`src/rtl/bitlink_pkg.sv`:
```
package bitlink_pkg;

  typedef enum logic {
    TX_WAIT_RDY,
    TX_WAIT_DROP
  } tx_state_t;

  typedef enum logic {
    RX_WAIT_STRB,
    RX_WAIT_CLR
  } rx_state_t;

  // A last-byte request is honoured only when the byte closes a 16-bit word.
  function automatic logic honour_last(input logic want, input logic odd_seen);
    return want & odd_seen;
  endfunction

endpackage

```
`src/rtl/bitlink_sync.sv`:
```
module bitlink_sync #(
  parameter int W = 1,
  parameter int N = 2
) (
  input  logic         clk,
  input  logic         rst_n,
  input  logic [W-1:0] d,
  output logic [W-1:0] q
);
  logic [W-1:0] stg [N];

  always_ff @(posedge clk or negedge rst_n) begin
    if (!rst_n) begin
      for (int i = 0; i < N; i++) stg[i] <= '0;
    end else begin
      stg[0] <= d;
      for (int i = 1; i < N; i++) stg[i] <= stg[i-1];
    end
  end

  assign q = stg[N-1];
endmodule

```
`src/rtl/bitlink_tx.sv`:
```
module bitlink_tx
  import bitlink_pkg::*;
#(
  parameter int DW = 8
) (
  input  logic          clk,
  input  logic          rst_n,
  input  logic          en,
  input  logic          abort,
  input  logic          wr,
  input  logic [DW-1:0] wdata,
  input  logic          wlast,
  input  logic          ready_s,
  output logic          bit_o,
  output logic          valid_o,
  output logic          final_o,
  output logic          busy_o
);
  localparam int CW = (DW > 1) ? $clog2(DW) : 1;
  localparam logic [CW-1:0] LAST_IDX = CW'(DW - 1);

  tx_state_t     st;
  logic [DW-1:0] sh;
  logic [CW-1:0] cnt;
  logic          busy, mark, odd, valid;
  logic          accept, bit_done;

  assign accept   = en && !busy && wr;
  assign bit_done = (st == TX_WAIT_DROP) && !ready_s;

  always_ff @(posedge clk or negedge rst_n) begin
    if (!rst_n) begin
      st <= TX_WAIT_RDY; sh <= '0; cnt <= '0;
      busy <= 1'b0; mark <= 1'b0; odd <= 1'b0; valid <= 1'b0;
    end else if (abort) begin
      st <= TX_WAIT_RDY; cnt <= '0;
      busy <= 1'b0; odd <= 1'b0; valid <= 1'b0;
    end else begin
      if (accept) begin
        sh   <= wdata;
        busy <= 1'b1;
        mark <= honour_last(wlast, odd);
        odd  <= ~odd;
      end
      case (st)
        TX_WAIT_RDY: if (busy && ready_s) begin
          valid <= 1'b1;
          st    <= TX_WAIT_DROP;
        end
        TX_WAIT_DROP: if (bit_done) begin
          valid <= 1'b0;
          st    <= TX_WAIT_RDY;
          if (cnt == LAST_IDX) begin
            busy <= 1'b0;
            cnt  <= '0;
          end else begin
            cnt <= cnt + CW'(1);
            sh  <= sh << 1;
          end
        end
        default: st <= TX_WAIT_RDY;
      endcase
    end
  end

  assign bit_o   = sh[DW-1];
  assign valid_o = valid;
  assign final_o = valid && mark && (cnt == LAST_IDX);
  assign busy_o  = busy;

  p_strobe_after_ready_r2: assert property (@(posedge clk) disable iff (!rst_n)
    $rose(valid_o) |-> $past(ready_s));
  p_strobe_drop_after_ack_r2: assert property (@(posedge clk) disable iff (!rst_n)
    $fell(valid_o) |-> (!$past(ready_s) || $past(abort)));
  p_data_hold_r2: assert property (@(posedge clk) disable iff (!rst_n)
    (valid_o && $past(valid_o)) |-> $stable(bit_o));
  p_final_with_strobe_r4: assert property (@(posedge clk) disable iff (!rst_n)
    final_o |-> valid_o);
endmodule

```
`src/rtl/bitlink_rx.sv`:
```
module bitlink_rx
  import bitlink_pkg::*;
#(
  parameter int DW = 8
) (
  input  logic          clk,
  input  logic          rst_n,
  input  logic          en,
  input  logic          abort,
  input  logic          rd,
  input  logic          bit_s,
  input  logic          valid_s,
  input  logic          final_s,
  output logic          ready_o,
  output logic [DW-1:0] data_o,
  output logic          full_o,
  output logic          last_o
);
  localparam int CW = $clog2(DW + 1);
  localparam logic [CW-1:0] FULL_CNT = CW'(DW);

  rx_state_t     st;
  logic [DW-1:0] sh;
  logic [CW-1:0] cnt;
  logic          rdy, full, lastb, last_st;
  logic          take, byte_end;

  function automatic logic [DW-1:0] push_bit(input logic [DW-1:0] cur,
                                             input logic first, input logic b);
    logic [DW-1:0] base;
    base = first ? '0 : cur;
    return {base[DW-2:0], b};
  endfunction

  assign take     = (st == RX_WAIT_STRB) && rdy && valid_s;
  assign byte_end = (st == RX_WAIT_CLR) && !valid_s && ((cnt == FULL_CNT) || lastb);

  always_ff @(posedge clk or negedge rst_n) begin
    if (!rst_n) begin
      st <= RX_WAIT_STRB; sh <= '0; cnt <= '0;
      rdy <= 1'b0; full <= 1'b0; lastb <= 1'b0; last_st <= 1'b0;
    end else begin
      if (rd) begin
        full    <= 1'b0;
        last_st <= 1'b0;
      end
      if (abort) begin
        rdy <= 1'b0;
        cnt <= '0;
        st  <= RX_WAIT_STRB;
      end else begin
        case (st)
          RX_WAIT_STRB: begin
            if (take) begin
              sh    <= push_bit(sh, cnt == '0, bit_s);
              cnt   <= cnt + CW'(1);
              lastb <= final_s;
              rdy   <= 1'b0;
              st    <= RX_WAIT_CLR;
            end else begin
              rdy <= en && !full;
            end
          end
          RX_WAIT_CLR: if (!valid_s) begin
            st <= RX_WAIT_STRB;
            if (byte_end) begin
              full    <= 1'b1;
              last_st <= lastb;
              cnt     <= '0;
            end
          end
          default: st <= RX_WAIT_STRB;
        endcase
      end
    end
  end

  assign ready_o = rdy;
  assign data_o  = sh;
  assign full_o  = full;
  assign last_o  = last_st;

  p_no_ready_when_full_r5: assert property (@(posedge clk) disable iff (!rst_n)
    full_o |-> !ready_o);
  p_count_bounded_r6: assert property (@(posedge clk) disable iff (!rst_n)
    cnt <= FULL_CNT);
  p_ready_drop_on_strobe_r5: assert property (@(posedge clk) disable iff (!rst_n)
    $fell(ready_o) |-> ($past(valid_s) || $past(abort) || !$past(en) || $past(full_o)));
endmodule

```
`src/rtl/bitlink_top.sv`:
```
module bitlink_top #(
  parameter int DATA_W = 8,
  parameter int SYNC_N = 2
) (
  input  logic              clk,
  input  logic              rst_n,
  input  logic              ctl_we,
  input  logic [2:0]        ctl_wdata,
  input  logic              tx_wr,
  input  logic [DATA_W-1:0] tx_wdata,
  input  logic              tx_wlast,
  input  logic              host_set_rdy,
  input  logic              host_set_nrdy,
  input  logic              rx_rd,
  output logic [DATA_W-1:0] rx_rdata,
  output logic              rx_last_seen,
  output logic              remote_down,
  output logic              host_down,
  output logic              check_flag,
  output logic              tx_attn,
  output logic              rx_attn,
  output logic              tx_irq,
  output logic              rx_irq,
  output logic              txl_bit,
  output logic              txl_valid,
  output logic              txl_final,
  input  logic              txl_ready,
  input  logic              rxl_bit,
  input  logic              rxl_valid,
  input  logic              rxl_final,
  output logic              rxl_ready,
  output logic              host_up,
  input  logic              peer_up
);
  localparam int NSYNC = 5;

  logic [2:0]       ctl_q;
  logic             host_up_q;
  logic [NSYNC-1:0] async_in, sync_out;
  logic             txr_s, rxb_s, rxv_s, rxf_s, peer_s;
  logic             peer_lost, tx_busy, rx_full;

  assign async_in = {txl_ready, rxl_bit, rxl_valid, rxl_final, peer_up};

  bitlink_sync #(.W(NSYNC), .N(SYNC_N)) sync_i (
    .clk(clk), .rst_n(rst_n), .d(async_in), .q(sync_out)
  );

  assign {txr_s, rxb_s, rxv_s, rxf_s, peer_s} = sync_out;
  assign peer_lost = !peer_s;

  always_ff @(posedge clk or negedge rst_n) begin
    if (!rst_n) begin
      ctl_q     <= '0;
      host_up_q <= 1'b0;
    end else begin
      if (ctl_we) ctl_q <= ctl_wdata;
      if (host_set_nrdy)     host_up_q <= 1'b0;
      else if (host_set_rdy) host_up_q <= 1'b1;
    end
  end

  bitlink_tx #(.DW(DATA_W)) tx_i (
    .clk(clk), .rst_n(rst_n), .en(ctl_q[0]), .abort(peer_lost),
    .wr(tx_wr), .wdata(tx_wdata), .wlast(tx_wlast), .ready_s(txr_s),
    .bit_o(txl_bit), .valid_o(txl_valid), .final_o(txl_final), .busy_o(tx_busy)
  );

  bitlink_rx #(.DW(DATA_W)) rx_i (
    .clk(clk), .rst_n(rst_n), .en(ctl_q[1]), .abort(peer_lost), .rd(rx_rd),
    .bit_s(rxb_s), .valid_s(rxv_s), .final_s(rxf_s),
    .ready_o(rxl_ready), .data_o(rx_rdata), .full_o(rx_full), .last_o(rx_last_seen)
  );

  assign tx_attn     = (ctl_q[0] && !tx_busy) || peer_lost;
  assign rx_attn     = rx_full || peer_lost;
  assign tx_irq      = ctl_q[2] && tx_attn;
  assign rx_irq      = ctl_q[2] && rx_attn;
  assign remote_down = peer_lost;
  assign host_up     = host_up_q;
  assign host_down   = !host_up_q;
  assign check_flag  = peer_lost || rx_last_seen;

  p_irq_needs_mode_r10: assert property (@(posedge clk) disable iff (!rst_n)
    (tx_irq || rx_irq) |-> ctl_q[2]);
  p_peer_loss_holds_attn_r9: assert property (@(posedge clk) disable iff (!rst_n)
    remote_down |-> (tx_irq == ctl_q[2]) && (rx_irq == ctl_q[2]));
  p_clear_wins_r8: assert property (@(posedge clk) disable iff (!rst_n)
    $past(host_set_nrdy) |-> !host_up);
  p_abort_quiets_link_r11: assert property (@(posedge clk) disable iff (!rst_n)
    $past(peer_lost) |-> (!txl_valid && !rxl_ready));
endmodule

```
`config.mk`:
```
export PLATFORM = sky130hd
export DESIGN_NAME = bitlink_top
export DESIGN_NICKNAME = d
export VERILOG_FILES = /design/src/rtl/bitlink_pkg.sv /design/src/rtl/bitlink_sync.sv /design/src/rtl/bitlink_tx.sv /design/src/rtl/bitlink_rx.sv /design/src/rtl/bitlink_top.sv
export SDC_FILE = /design/constraint.sdc
export NUM_CORES = 1
export LEC_CHECK = 0
export CAP_MARGIN = 20
export CORE_ASPECT_RATIO = 0.8
export CORE_MARGIN = 4
export CORE_UTILIZATION = 48
export CTS_CLUSTER_SIZE = 40
export DETAILED_ROUTE_END_ITERATION = 8
export PLACE_DENSITY_LB_ADDON = 0.25
export SYNTH_ARGS = -nofsm -noshare
export SYNTH_HDL_FRONTEND = slang
export SYNTH_SLANG_ARGS = --single-unit
```
`constraint.sdc`:
```
create_clock -name clk -period 2.18 [get_ports clk]
set_input_delay 0.436 -clock clk [delete_from_list [all_inputs] [get_ports clk]]
set_output_delay 0.436 -clock clk [all_outputs]
set_load 0.02 [all_outputs]
```
; Yosys cells after proc, flatten, opt, wreduce, memory -nomap -nowiden
; Cells that the tools add are included.
; W data, S select, Z words.
[totals]
rom_bits = 0
latch_bits = 0
n_memories = 0
in_bits = 24
mem_bits_rw = 0
out_inout_bits = 21
regBits = 47
wordCells = 113
[op_classes]
magnitude_cmp = 0
n_mul = 0
div = 0
bitwise_logic = 4
add_sub_neg = 2
n_reduce_logical = 30
n_eq_ne = 11
mux = 48
shift = 0
[ops]
columns = operator, count
row1 = $mux W8, 4
row2 = $mux W1, 31
row3 = $mux W4, 4
row4 = $logic_and A1 B1 Y1, 13
row5 = $mux W3, 4
row6 = $ne A3 B3 Y1 const B, 3
row7 = $pmux W4 S2, 1
row8 = $mux W7, 1
row9 = $logic_not A1 Y1, 6
row10 = $ne A2 B1 Y1 const B, 3
row11 = $ne A3 B2 Y1 const B, 2
row12 = $pmux W1 S2, 3
row13 = $reduce_and A2 Y1, 3
row14 = $reduce_and A3 Y1, 2
row15 = $add A4 B1 Y4 const B, 1
row16 = $eq A4 B4 Y1 const B, 1
row17 = $logic_not A4 Y1, 1
row18 = $logic_or A1 B1 Y1, 4
row19 = $add A3 B1 Y3 const B, 1
row20 = $eq A3 B3 Y1 const B, 1
row21 = $not A1 Y1, 3
row22 = $ne A2 B2 Y1 const B, 1
row23 = $reduce_bool A2 Y1, 1
row24 = $and A1 B1 Y1, 1

; Depth between registers and ports, before layout
; Gate-level depths: netlist of run 1.
[logic_depth]
depth_word = 8
depth_mapped = 7
ltp_nobuf = 6

; Modules after synthesis
; A second synthesis of run 1 with hierarchy kept.
[unflattened]
cells_unflattened = 176
hier_area_um2 = 2123.3
[by_module_without_submodules]
columns = module, area_per_inst_um2, seq_area_each_um2, instances, cells_each
row1 = bitlink_tx, 833.3, 400.4, 1, 71
row2 = bitlink_rx, 817.0, 425.4, 1, 73
row3 = bitlink_sync, 287.8, 250.2, 1, 15
row4 = bitlink_top, 185.2, 100.1, 1, 17

; Least setup slack after synthesis of run 1
; No wires, ideal clock.
[synth_timing]
path_kind = register to output
from = reg sync_i.stg (netlist bit sync_i.q[0])
to = out tx_irq
n_path_buf = 1
path_stages_with_launch = 4
setup_slack_ps = 437
required_ps = 1744
arrival_time_ps = 1307
cell_sequence = dfrtp_1 -> clkbuf_1 -> o21ai_0 -> and2_1
[synth_between]
elab_chain_cells = 3
[synth_lines]
columns = element, line
row1 = from (decl), bitlink_sync.sv:10  ; logic [W-1:0] stg [N];
row2 = $logic_not A1 Y1, bitlink_top.sv:50  ; assign peer_lost = !peer_s;
row3 = $logic_or A1 B1 Y1, bitlink_top.sv:75  ; assign tx_attn = (ctl_q[0] && !tx_busy) || peer_lost;
row4 = net tx_attn, bitlink_top.sv:20  ; output logic tx_attn,
row5 = $logic_and A1 B1 Y1, bitlink_top.sv:77  ; assign tx_irq = ctl_q[2] && tx_attn;
row6 = to (decl), bitlink_top.sv:22  ; output logic tx_irq,
; The timed path passes the listed nets, and every way through them passes these cells.

; Final worst setup path of run 1
[layout_timing]
from = reg sync_i.stg (netlist bit sync_i.q[0])
to = out rx_irq
[layout_between]
elab_chain_cells = 3
[layout_lines]
columns = element, line
row1 = $logic_not A1 Y1, bitlink_top.sv:50
row2 = $logic_or A1 B1 Y1, bitlink_top.sv:76  ; assign rx_attn = rx_full || peer_lost;
row3 = $logic_and A1 B1 Y1, bitlink_top.sv:78  ; assign rx_irq = ctl_q[2] && rx_attn;
row4 = to (decl), bitlink_top.sv:23  ; output logic rx_irq,
; Every way passes these cells.

==> results.tsv, run 1 <==
stage	metric	value	unit
clock_network	number of clock sinks	47	
routing	vias after detailed routing	1495	
clock_network	post_cts resized	2	
routing	detailed-route vias per instance	5.36	
final_layout	non-filler instance count after layout	279	
synth	EDFF count, synth	0	
synth	cell area after technology mapping	0.00198	mm²
placed_design	dpl cells	271	
routing	Total Wirelength	4180	µm
clock_network	Clock H-tree levels	2	
clock_network	maximum root-to-sink buffer count	2	
sta	number of endpoints failing setup at the final stage	0	
routing	met1 WL	1830	µm
synth	synthesized netlist cell count	174	
synth	primary flip-flop cell chosen by synthesis mapping	sky130_fd_sc_hd__dfrtp_1	
global_route	number of antenna violations at the first check in global routing	0	
floorplanning	number of primary I/O pins	45	
clock_network	Num CTS Buffers	5	
floorplanning	core footprint	0.00388	mm²
setup_path	data required time at the worst endpoint	1.74	ns
min_path	Hold Path Class	input pin to async pin	
sta	sum of negative setup slack	0	ns
synth	warning count from the yosys run	0	
setup_path	Crit. End Element	output pin	
global_route	first-pass GRT wire length	7340	µm
sta	post-route fraction of the period consumed by the critical path	95.6	%
power_and_ir_drop	pwr/cell area	704	mW/mm²
clock_network	CTS clock-pin slew for the worst setup and hold paths	0.08	ns
clock_network	CTS root buffer	sky130_fd_sc_hd__clkbuf_8	
synth	asr flop ratio synth	100	%
synth	average cell area after synthesis	11.4	µm²
floorplanning	height of the die	65.5	µm
placed_design	worst slack at placement	0.227	ns
synth	syn nets	202	
run_status	outcome	completed	
final_layout	number of diodes	0	
sta	RSZ-0062 raised after global routing	false	
power_and_ir_drop	Lkg Pwr	1.14	nW
global_route	vias in the first global route	1568	
sta	FMAX	480	MHz
routing	top sig layer	met4	
setup_path	endpoint arrival time on the critical path	1.65	ns
routing	sum of met2 wire segment lengths after detailed routing	1960	µm
floorplanning	starting density of the core	51.1	%
sta	slew margin rel.	59.5	%
sta	Layout Skew	0.00489	ns
global_route	pin count of the biggest net entering global routing	30	
setup_path	Worst path max stage delay	0.61	ns
setup_path	type of origin of the critical path	register	
placed_design	count of buffers from port buffering	44	
sta	number of endpoints with negative hold slack in the final report	0	
floorplanning	FP Rows	20	
global_route	total global routing track utilization	18.5	%
routing	routed wire length per instance	15.0	µm
sta	crit path setup slack, layout	0.0960	ns
power_and_ir_drop	worst voltage drop across the vdd grid	0.602	mV
synth	number of distinct library cell variants in the gate-level netlist after synthesis	46	
placed_design	Placed Area	0.00248	mm²
final_layout	ratio of cells with drive above 1 in the final layout	10.7	%
setup_path	Setup CP Type	register to output pin	
global_route	remaining global-route overflow	0	
clock_network	clock latency on the worst-skew pair	0.29	ns
synth	sequential cell area fraction in the yosys report	59.3	%
final_layout	finished layout cell area	0.00257	mm²
placed_design	HPWL after detailed placement	3090	µm
placed_design	gpl congestion	0.839	
final_layout	Final Net Count	251	
setup_path	Crit-path slowest cell	sky130_fd_sc_hd__clkdlybuf4s50_1	
sta	Final min period	2.08	ns
routing	met3 wire length	344	µm
sta	transition time at the pin with the least slew margin	0.608	ns
run	max-capacitance violation count	0	
final_layout	Area growth syn-to-layout	29.7	%
synth	total of flip-flops plus latches after synthesis	47	
floorplanning	overall die area	0.00523	mm²
routing	drt initial violations	91	
clock_network	buffers inserted during post-CTS setup optimization	0	
routing	count of TritonRoute iterations in the first routing pass	5	
setup_path	worst-path maximum fanout	8	
setup_path	worst-path cell chain	nand2_1 -> and2_1 -> clkdlybuf4s50_1	
routing	final antenna-violating net count	0	
clock_network	CTS tree	built	
floorplanning	Die X	79.8	µm
routing	drc violations	0	
clock_network	number of hold buffers added after CTS	0	
sta	final max-slew violation count	0	
cells in the final DEF (no fill, tap or decap), types with 5 or more instances in the layout:
cell type                         Yosys  layout
sky130_fd_sc_hd__a21oi_1             12      12
sky130_fd_sc_hd__inv_1               10      10
sky130_fd_sc_hd__o22ai_1              9       9
sky130_fd_sc_hd__o21ai_0              6       5
sky130_fd_sc_hd__nor2_1              16      16
sky130_fd_sc_hd__clkdlybuf4s50_1      0      41
sky130_fd_sc_hd__nand2_1             10      10
sky130_fd_sc_hd__clkbuf_8             0       5
sky130_fd_sc_hd__dfrtp_1             47      46
sky130_fd_sc_hd__a22o_1               7       7
layer usage:
metal / up-vias / global-route usage [%]
li1: 714 / -
met1: 719 / 24.2
met2: 58 / 28.9
met3: 4 / 6.71
met4: 0 / 6.12
met5: - / 0
registers in the layout, indices dropped and copies added, names as in the netlist, 3 cells and up:
register     count
rx_i.data_o      8
tx_i.sh          8
sync_i.q         5
sync_i.stg       5
rx_i.cnt         4
ctl_q            3
tx_i.cnt         3
Yosys cell counts, types with 2 or more instances:
| library cell | instances | area [µm²] |
|---|---|---|
| sky130_fd_sc_hd__dfrtp_1 | 47 | 1180 |
| sky130_fd_sc_hd__nor2_1 | 16 | 60.1 |
| sky130_fd_sc_hd__a21oi_1 | 12 | 60.1 |
| sky130_fd_sc_hd__inv_1 | 10 | 37.5 |
| sky130_fd_sc_hd__nand2_1 | 10 | 37.5 |
| sky130_fd_sc_hd__o22ai_1 | 9 | 56.3 |
| sky130_fd_sc_hd__a22o_1 | 7 | 61.3 |
| sky130_fd_sc_hd__o21ai_0 | 6 | 30.0 |
| sky130_fd_sc_hd__ha_1 | 4 | 50.1 |
| sky130_fd_sc_hd__mux2_2 | 4 | 45.0 |
| sky130_fd_sc_hd__nand3_1 | 4 | 20.0 |
| sky130_fd_sc_hd__and2_1 | 3 | 18.8 |
| sky130_fd_sc_hd__clkbuf_1 | 3 | 11.3 |
| sky130_fd_sc_hd__nor2b_1 | 3 | 18.8 |
| sky130_fd_sc_hd__mux2i_1 | 2 | 20.0 |
| sky130_fd_sc_hd__nand2b_1 | 2 | 12.5 |
| sky130_fd_sc_hd__nand3b_1 | 2 | 15.0 |
| sky130_fd_sc_hd__nand4_1 | 2 | 12.5 |
logic make-up (layout without fill, tap and decap cells):
group | count (synthesis) | count (layout) | share of synthesized area (%)
compound gates | 45 | 45 | 15.8
xor+xnor | 2 | 2 | 0.884
fa+ha+maj | 4 | 4 | 2.53
buf+inv | 17 | 67 | 3.72
flops | 47 | 47 | 59.3
mux | 6 | 6 | 3.28
simple gates | 53 | 53 | 14.4
cell type report:
cell class              instances  area (µm²)
multi-input cells             110         732
flip-flops and latches         47        1180
clock buffers                   6        72.6
inverters                      11        41.3
clock inverters                 2        12.5
repair buffers                 48         467
well taps                      55        68.8
fillers                       295        1310
final timing paths:
| check | depth (start not counted) | endpoint | from | slack, ns |
|---|---|---|---|---|
| setup / recovery | 3 | rx_irq | sync_i.q[0] | 0.1 |
| hold / removal | 1 | tx_i.sh[6] | rst_n | 0.14 |
| setup reg to reg | 6 | tx_i.sh[2] | tx_i.cnt[0] | 0.19 |
| hold reg to reg | 0 | sync_i.q[0] | sync_i.stg[5] | 0.35 |
| max in group asynchronous | 2 | ctl_q[2] | rst_n | 1.46 |
| min in group clk | 0 | sync_i.q[0] | sync_i.stg[5] | 0.35 |
power breakdown:
part	total, mW	switching [mW]	leakage, nW	internal [mW]
combinational	0.293	0.144	0.508	0.149
clock	0.504	0.280	0.0412	0.224
sequential	1.01	0.0608	0.593	0.951
stage by stage:
step / power (mW) / hold WS (ns) / util, %
after floorplan: 1.17 / 0.140 / -
after global placement: 1.31 / 0.333 / 64.0
after detailed placement: 1.33 / 0.336 / 64.0
after CTS: 1.83 / 0.162 / 66.2
after global routing: 1.92 / 0.178 / 66.3
final: 1.81 / 0.140 / 66.3
critical path: cells and delay by family (launching register included):
kind	cells	cell delay, ns
AND/OR/NAND/NOR	2	0.26
flip-flops	1	0.48
buffers and inverters	1	0.61
No activity file was read; power rests on OpenSTA's default activity.
==> inputs of run 2 (changes only) <==
- GPL_ROUTABILITY_DRIVEN: default -> 0
==> results.tsv, run 2 (synthesized netlist as in run 1, its figures left out) <==
stage	metric	value	unit
run_status	outcome	completed	
power_and_ir_drop	pwr/cell area	752	mW/mm²
final_layout	most common library cell in the layout ignoring fill and taps	sky130_fd_sc_hd__dfrtp_1	
global_route	vias in the first global route	1572	
sta	worst hold slack	0.133	ns
setup_path	Setup CP Type	register to output pin	
routing	drt initial violations	140	
clock_network	number of clock sinks	47	
clock_network	number of hold buffers added after CTS	0	
global_route	number of antenna violations at the first check in global routing	0	
final_layout	Area growth syn-to-layout	31.2	%
final_layout	fraction of the core area covered by cells at the end of the flow	67.1	%
placed_design	HPWL after detailed placement	3180	µm
routing	Total Wirelength	4310	µm
sta	transition time at the pin with the least slew margin	0.628	ns
routing	vias after detailed routing	1513	
global_route	remaining global-route overflow	0	
setup_path	Worst path max stage delay	0.60	ns
sta	number of endpoints failing setup at the final stage	0	
run	max-capacitance violation count	0	
clock_network	CTS root buffer	sky130_fd_sc_hd__clkbuf_8	
routing	count of TritonRoute iterations in the first routing pass	4	
final_layout	total area of multi-input combinational cells	732	µm²
sta	RSZ-0062 raised after global routing	false	
clock_network	CTS clock-pin slew for the worst setup and hold paths	0.10	ns
floorplanning	height of the die	65.5	µm
setup_path	CP delay by family, top	buffers and inverters	
final_layout	non-filler instance count after layout	279	
floorplanning	core footprint	0.00388	mm²
sta	sum of negative setup slack	0	ns
setup_path	endpoint arrival time on the critical path	1.64	ns
routing	routed wire length per instance	15.5	µm
final_layout	ratio of cells with drive above 1 in the final layout	11.2	%
clock_network	Clock H-tree levels	2	
clock_network	maximum root-to-sink buffer count	2	
power_and_ir_drop	Lkg Pwr	1.16	nW
global_route	first-pass GRT wire length	7370	µm
setup_path	worst-path cell chain	nand2_1 -> and2_1 -> clkdlybuf4s50_1	
setup_path	Worst Path Buf+Inv	1	
power_and_ir_drop	worst voltage drop across the vdd grid	0.511	mV
sta	number of endpoints with negative hold slack in the final report	0	
min_path	Hold Path Class	input pin to async pin	
setup_path	worst-path maximum fanout	8	
sta	Final min period	2.08	ns
routing	detailed-route vias per instance	5.42	
sta	Layout Skew	0.0104	ns
setup_path	type of origin of the critical path	register	
setup_path	Crit. End Element	output pin	
final_layout	number of diodes	0	
placed_design	count of buffers from port buffering	44	
global_route	pin count of the biggest net entering global routing	30	
setup_path	data required time at the worst endpoint	1.74	ns
floorplanning	starting density of the core	51.1	%
sta	final max-slew violation count	0	
final_layout	fillcell total	295	
final_layout	commonest cells after routing, fill and taps aside	46 x sky130_fd_sc_hd__dfrtp_1, 41 x sky130_fd_sc_hd__clkdlybuf4s50_1, 16 x sky130_fd_sc_hd__nor2_1, 12 x sky130_fd_sc_hd__a21oi_1	
sta	FMAX	482	MHz
setup_path	Crit-path slowest cell	sky130_fd_sc_hd__clkdlybuf4s50_1	
sta	post-route fraction of the period consumed by the critical path	95.3	%
final_layout	area of all sequential standard cells	0.00118	mm²
clock_network	CTS tree	built	
placed_design	dpl cells	271	
sta	slew margin rel.	58.2	%
final_layout	Final Net Count	251	
floorplanning	Die X	79.8	µm
floorplanning	number of primary I/O pins	45	
routing	drc violations	0	
clock_network	clock latency on the worst-skew pair	0.31	ns
global_route	total global routing track utilization	18.7	%
floorplanning	overall die area	0.00523	mm²
clock_network	Num CTS Buffers	5	
floorplanning	FP Rows	20	
routing	final antenna-violating net count	0	
-- run 2: cell types whose count changed in the layout (fill, tap and decap cells not counted), sizes merged --
cell | previous run | this run
bufinv | 0 | 1
clkbuf | 6 | 5
clkinv | 1 | 0
inv | 11 | 12
-- run 2: worst register-to-register path, delay by kind of cell (launching register included) --
kind            cells  cell delay, ns
simple gates        2            0.62
compound gates      2            0.45
fa+ha+maj           2            0.44
flops               1            0.41
-- run 2: power by group --
group / total, mW / switching [mW] / internal (mW)
clock: 0.654 / 0.309 / 0.346
combinational: 0.292 / 0.143 / 0.149
sequential: 1.01 / 0.0596 / 0.951
-- run 2: per-layer routing --
metal	global-route usage, %	routed length, µm	up-vias
li1	-	-	716
met1	24.1	1950	750
met2	29.6	2070	41
met3	5.75	247	6
met4	7.81	46	0
met5	0	0	-
-- run 2: per-stage QoR --
stage	setup slack (ns)	instance area, µm²	total power [mW]
detailed placement	0.210	2480	1.32
global placement	0.291	2480	1.31
global route	0.0281	2600	2.06
CTS	0.0122	2600	1.98
floorplan	0.437	1980	1.17
finish	0.103	2600	1.96
-- run 2: path summary, 6_finish.rpt --
| check | from | endpoint | slack (ns) | cells after the start |
|---|---|---|---|---|
| min reg2reg | sync_i.stg[6] | sync_i.q[1] | 0.35 | 0 |
| max in group asynchronous | rst_n | rx_i.data_o[7] | 1.45 | 2 |
| min | rst_n | tx_i.sh[1] | 0.13 | 1 |
| max reg2reg | tx_i.cnt[0] | tx_i.sh[6] | 0.20 | 6 |
| min in group clk | sync_i.stg[6] | sync_i.q[1] | 0.35 | 0 |
| max | sync_i.q[0] | rx_irq | 0.10 | 3 |
-- run 2: timing repair --
action	in CTS	in global routing
setup endpoints to repair	1	2
cloned	0	0
hold endpoints to repair	0	0
pin swaps	0	0
buffers inserted	0	0
resized for setup	1	2
-- run 2: area by class of cell --
type | count | share of cell area (%)
clock buffers | 5 | 2.65
clock inverters | 3 | 1.78
inverters | 11 | 1.59
multi-input cells | 110 | 28.1
flip-flops and latches | 47 | 45.3
well taps | 55 | 2.65
repair buffers | 48 | 17.9
==> inputs of run 3 (changes only) <==
- CORE_MARGIN: 4 -> 5
- DONT_BUFFER_PORTS: default -> 1
- GPL_TIMING_DRIVEN: default -> 0
==> results.tsv, run 3 (synthesized netlist as in run 1, its figures left out) <==
stage	metric	value	unit
run_status	outcome	completed	
clock_network	CTS root buffer	sky130_fd_sc_hd__clkbuf_8	
sta	final max-slew violation count	0	
setup_path	worst reg2reg startpoint	tx_i.cnt[0]	
placed_design	dpl cells	229	
sta	Final min period	2.03	ns
routing	Total Wirelength	3880	µm
floorplanning	overall die area	0.00552	mm²
clock_network	CTS tree	built	
final_layout	non-filler instance count after layout	239	
clock_network	number of clock sinks	47	
global_route	first-pass GRT wire length	6490	µm
clock_network	clock latency on the worst-skew pair	0.30	ns
sta	sum of negative setup slack	0	ns
sta	transition time at the pin with the least slew margin	0.660	ns
sta	Layout Skew	0.00363	ns
setup_path	critical path startpoint	sync_i.q[0]	
floorplanning	starting density of the core	50.8	%
sta	post-route fraction of the period consumed by the critical path	93.2	%
routing	count of TritonRoute iterations in the first routing pass	4	
final_layout	most common library cell in the layout ignoring fill and taps	sky130_fd_sc_hd__dfrtp_1	
setup_path	register-to-register setup slack	0.30	ns
setup_path	endpoint arrival time on the critical path	1.60	ns
floorplanning	height of the die	67.5	µm
global_route	pin count of the biggest net entering global routing	48	
clock_network	Clock H-tree levels	2	
sta	number of endpoints with negative hold slack in the final report	0	
placed_design	HPWL after detailed placement	2880	µm
final_layout	ratio of cells with drive above 1 in the final layout	13.0	%
min_path	critical hold path startpoint	peer_up	
placed_design	count of buffers from port buffering	0	
final_layout	commonest cells after routing, fill and taps aside	47 x sky130_fd_sc_hd__dfrtp_1, 16 x sky130_fd_sc_hd__nor2_1, 12 x sky130_fd_sc_hd__a21oi_1, 10 x sky130_fd_sc_hd__inv_1, 10 x sky130_fd_sc_hd__nand2_1	
setup_path	cell count of the worst reg-to-reg path	7	
power_and_ir_drop	final total power	1.75	mW
clock_network	buffers inserted during post-CTS setup optimization	0	
routing	drt initial violations	128	
routing	final antenna-violating net count	0	
sta	number of endpoints failing setup at the final stage	0	
floorplanning	number of primary I/O pins	45	
min_path	Hold Path Class	input pin to register	
global_route	total global routing track utilization	15.8	%
final_layout	Final Net Count	211	
setup_path	Setup CP Type	register to output pin	
routing	vias after detailed routing	1341	
routing	detailed-route vias per instance	5.61	
clock_network	CTS clock-pin slew for the worst setup and hold paths	0.09	ns
global_route	vias in the first global route	1401	
floorplanning	FP Rows	20	
sta	slew margin rel.	56.0	%
clock_network	Num CTS Buffers	5	
run	max-capacitance violation count	0	
final_layout	number of diodes	0	
setup_path	data required time at the worst endpoint	1.74	ns
power_and_ir_drop	pwr/cell area	801	mW/mm²
sta	RSZ-0062 raised after global routing	false	
setup_path	Crit-path slowest cell	sky130_fd_sc_hd__dfrtp_1	
global_route	remaining global-route overflow	0	
routing	drc violations	0	
sta	FMAX	492	MHz
setup_path	r2r endpoint	tx_i.sh[3]	
final_layout	Area growth syn-to-layout	10.0	%
clock_network	maximum root-to-sink buffer count	2	
floorplanning	core footprint	0.00390	mm²
power_and_ir_drop	worst voltage drop across the vdd grid	0.608	mV
power_and_ir_drop	Lkg Pwr	0.986	nW
routing	routed wire length per instance	16.2	µm
global_route	number of antenna violations at the first check in global routing	0	
floorplanning	Die X	81.8	µm
setup_path	Crit. End Element	output pin	
setup_path	endpoint of the worst setup timing path	tx_irq	
setup_path	worst-path cell chain	clkbuf_2 -> o21ai_1 -> and2_1	
setup_path	worst-path maximum fanout	10	
setup_path	Worst path max stage delay	0.44	ns
setup_path	type of origin of the critical path	register	
-- run 3: cell count changes in the layout (fill, tap and decap cells not counted), moves of 2 or more --
cell / change
sky130_fd_sc_hd__clkbuf_1: +2
sky130_fd_sc_hd__clkbuf_2: +2
sky130_fd_sc_hd__clkdlybuf4s50_1: -41
sky130_fd_sc_hd__buf_4: -4
-- run 3: per-stage QoR --
step	hold WS (ns)	instance area [µm²]	worst slack, ns	utilization, %
CTS	0.140	2180	0.130	55.9
finish	0.154	2180	0.147	55.9
floorplan	0.140	1980	0.437	-
detailed placement	0.141	2050	0.168	52.5
global placement	0.141	2050	0.168	52.5
global route	0.126	2180	0.0487	55.9
-- run 3: worst max-delay path, delay by kind of cell, from the launching register on --
family	cells	cell delay, ns
AOI/OAI and AO/OA	1	0.31
buffers and inverters	1	0.23
DFF	1	0.44
and+or+nand+nor	1	0.32
-- run 3: layout make-up --
| cell class | count | area [µm²] |
|---|---|---|
| fill | 355 | 1720 |
| timing repair buffer | 2 | 37.5 |
| buffer | 6 | 33.8 |
| sequential | 47 | 1180 |
| tap | 55 | 68.8 |
| clock buffer | 5 | 68.8 |
| inverter | 11 | 41.3 |
| multi-input combinational | 110 | 732 |
| clock inverter | 3 | 22.5 |
-- run 3: routing by layer --
layer	GRT usage [%]	vias up	routed length (µm)
met4	7.26	0	64
li1	-	628	-
met2	24.1	45	1830
met1	20.5	661	1710
met5	0	-	0
met3	5.20	7	269
-- run 3: worst min path at each step --
stage                         end  slack [ns]  cells past startpoint
global route        sync_i.stg[8]        0.13                      0
floorplan                ctl_q[0]        0.14                      0
finish              sync_i.stg[5]        0.15                      0
global placement    sync_i.stg[9]        0.14                      0
CTS                 sync_i.stg[8]        0.14                      0
detailed placement   tx_i.valid_o        0.14                      0
-- run 3: where the power goes --
group | switching (mW) | internal [mW]
Clock | 0.298 | 0.230
Combinational | 0.108 | 0.0760
Sequential | 0.0842 | 0.951
-- run 3: repair_timing --
action                                 in CTS  in global routing
setup endpoints to repair                   1                  0
endpoints found under the hold margin      47                  0
hold buffers                                2                  0
resized for setup                           2                  0
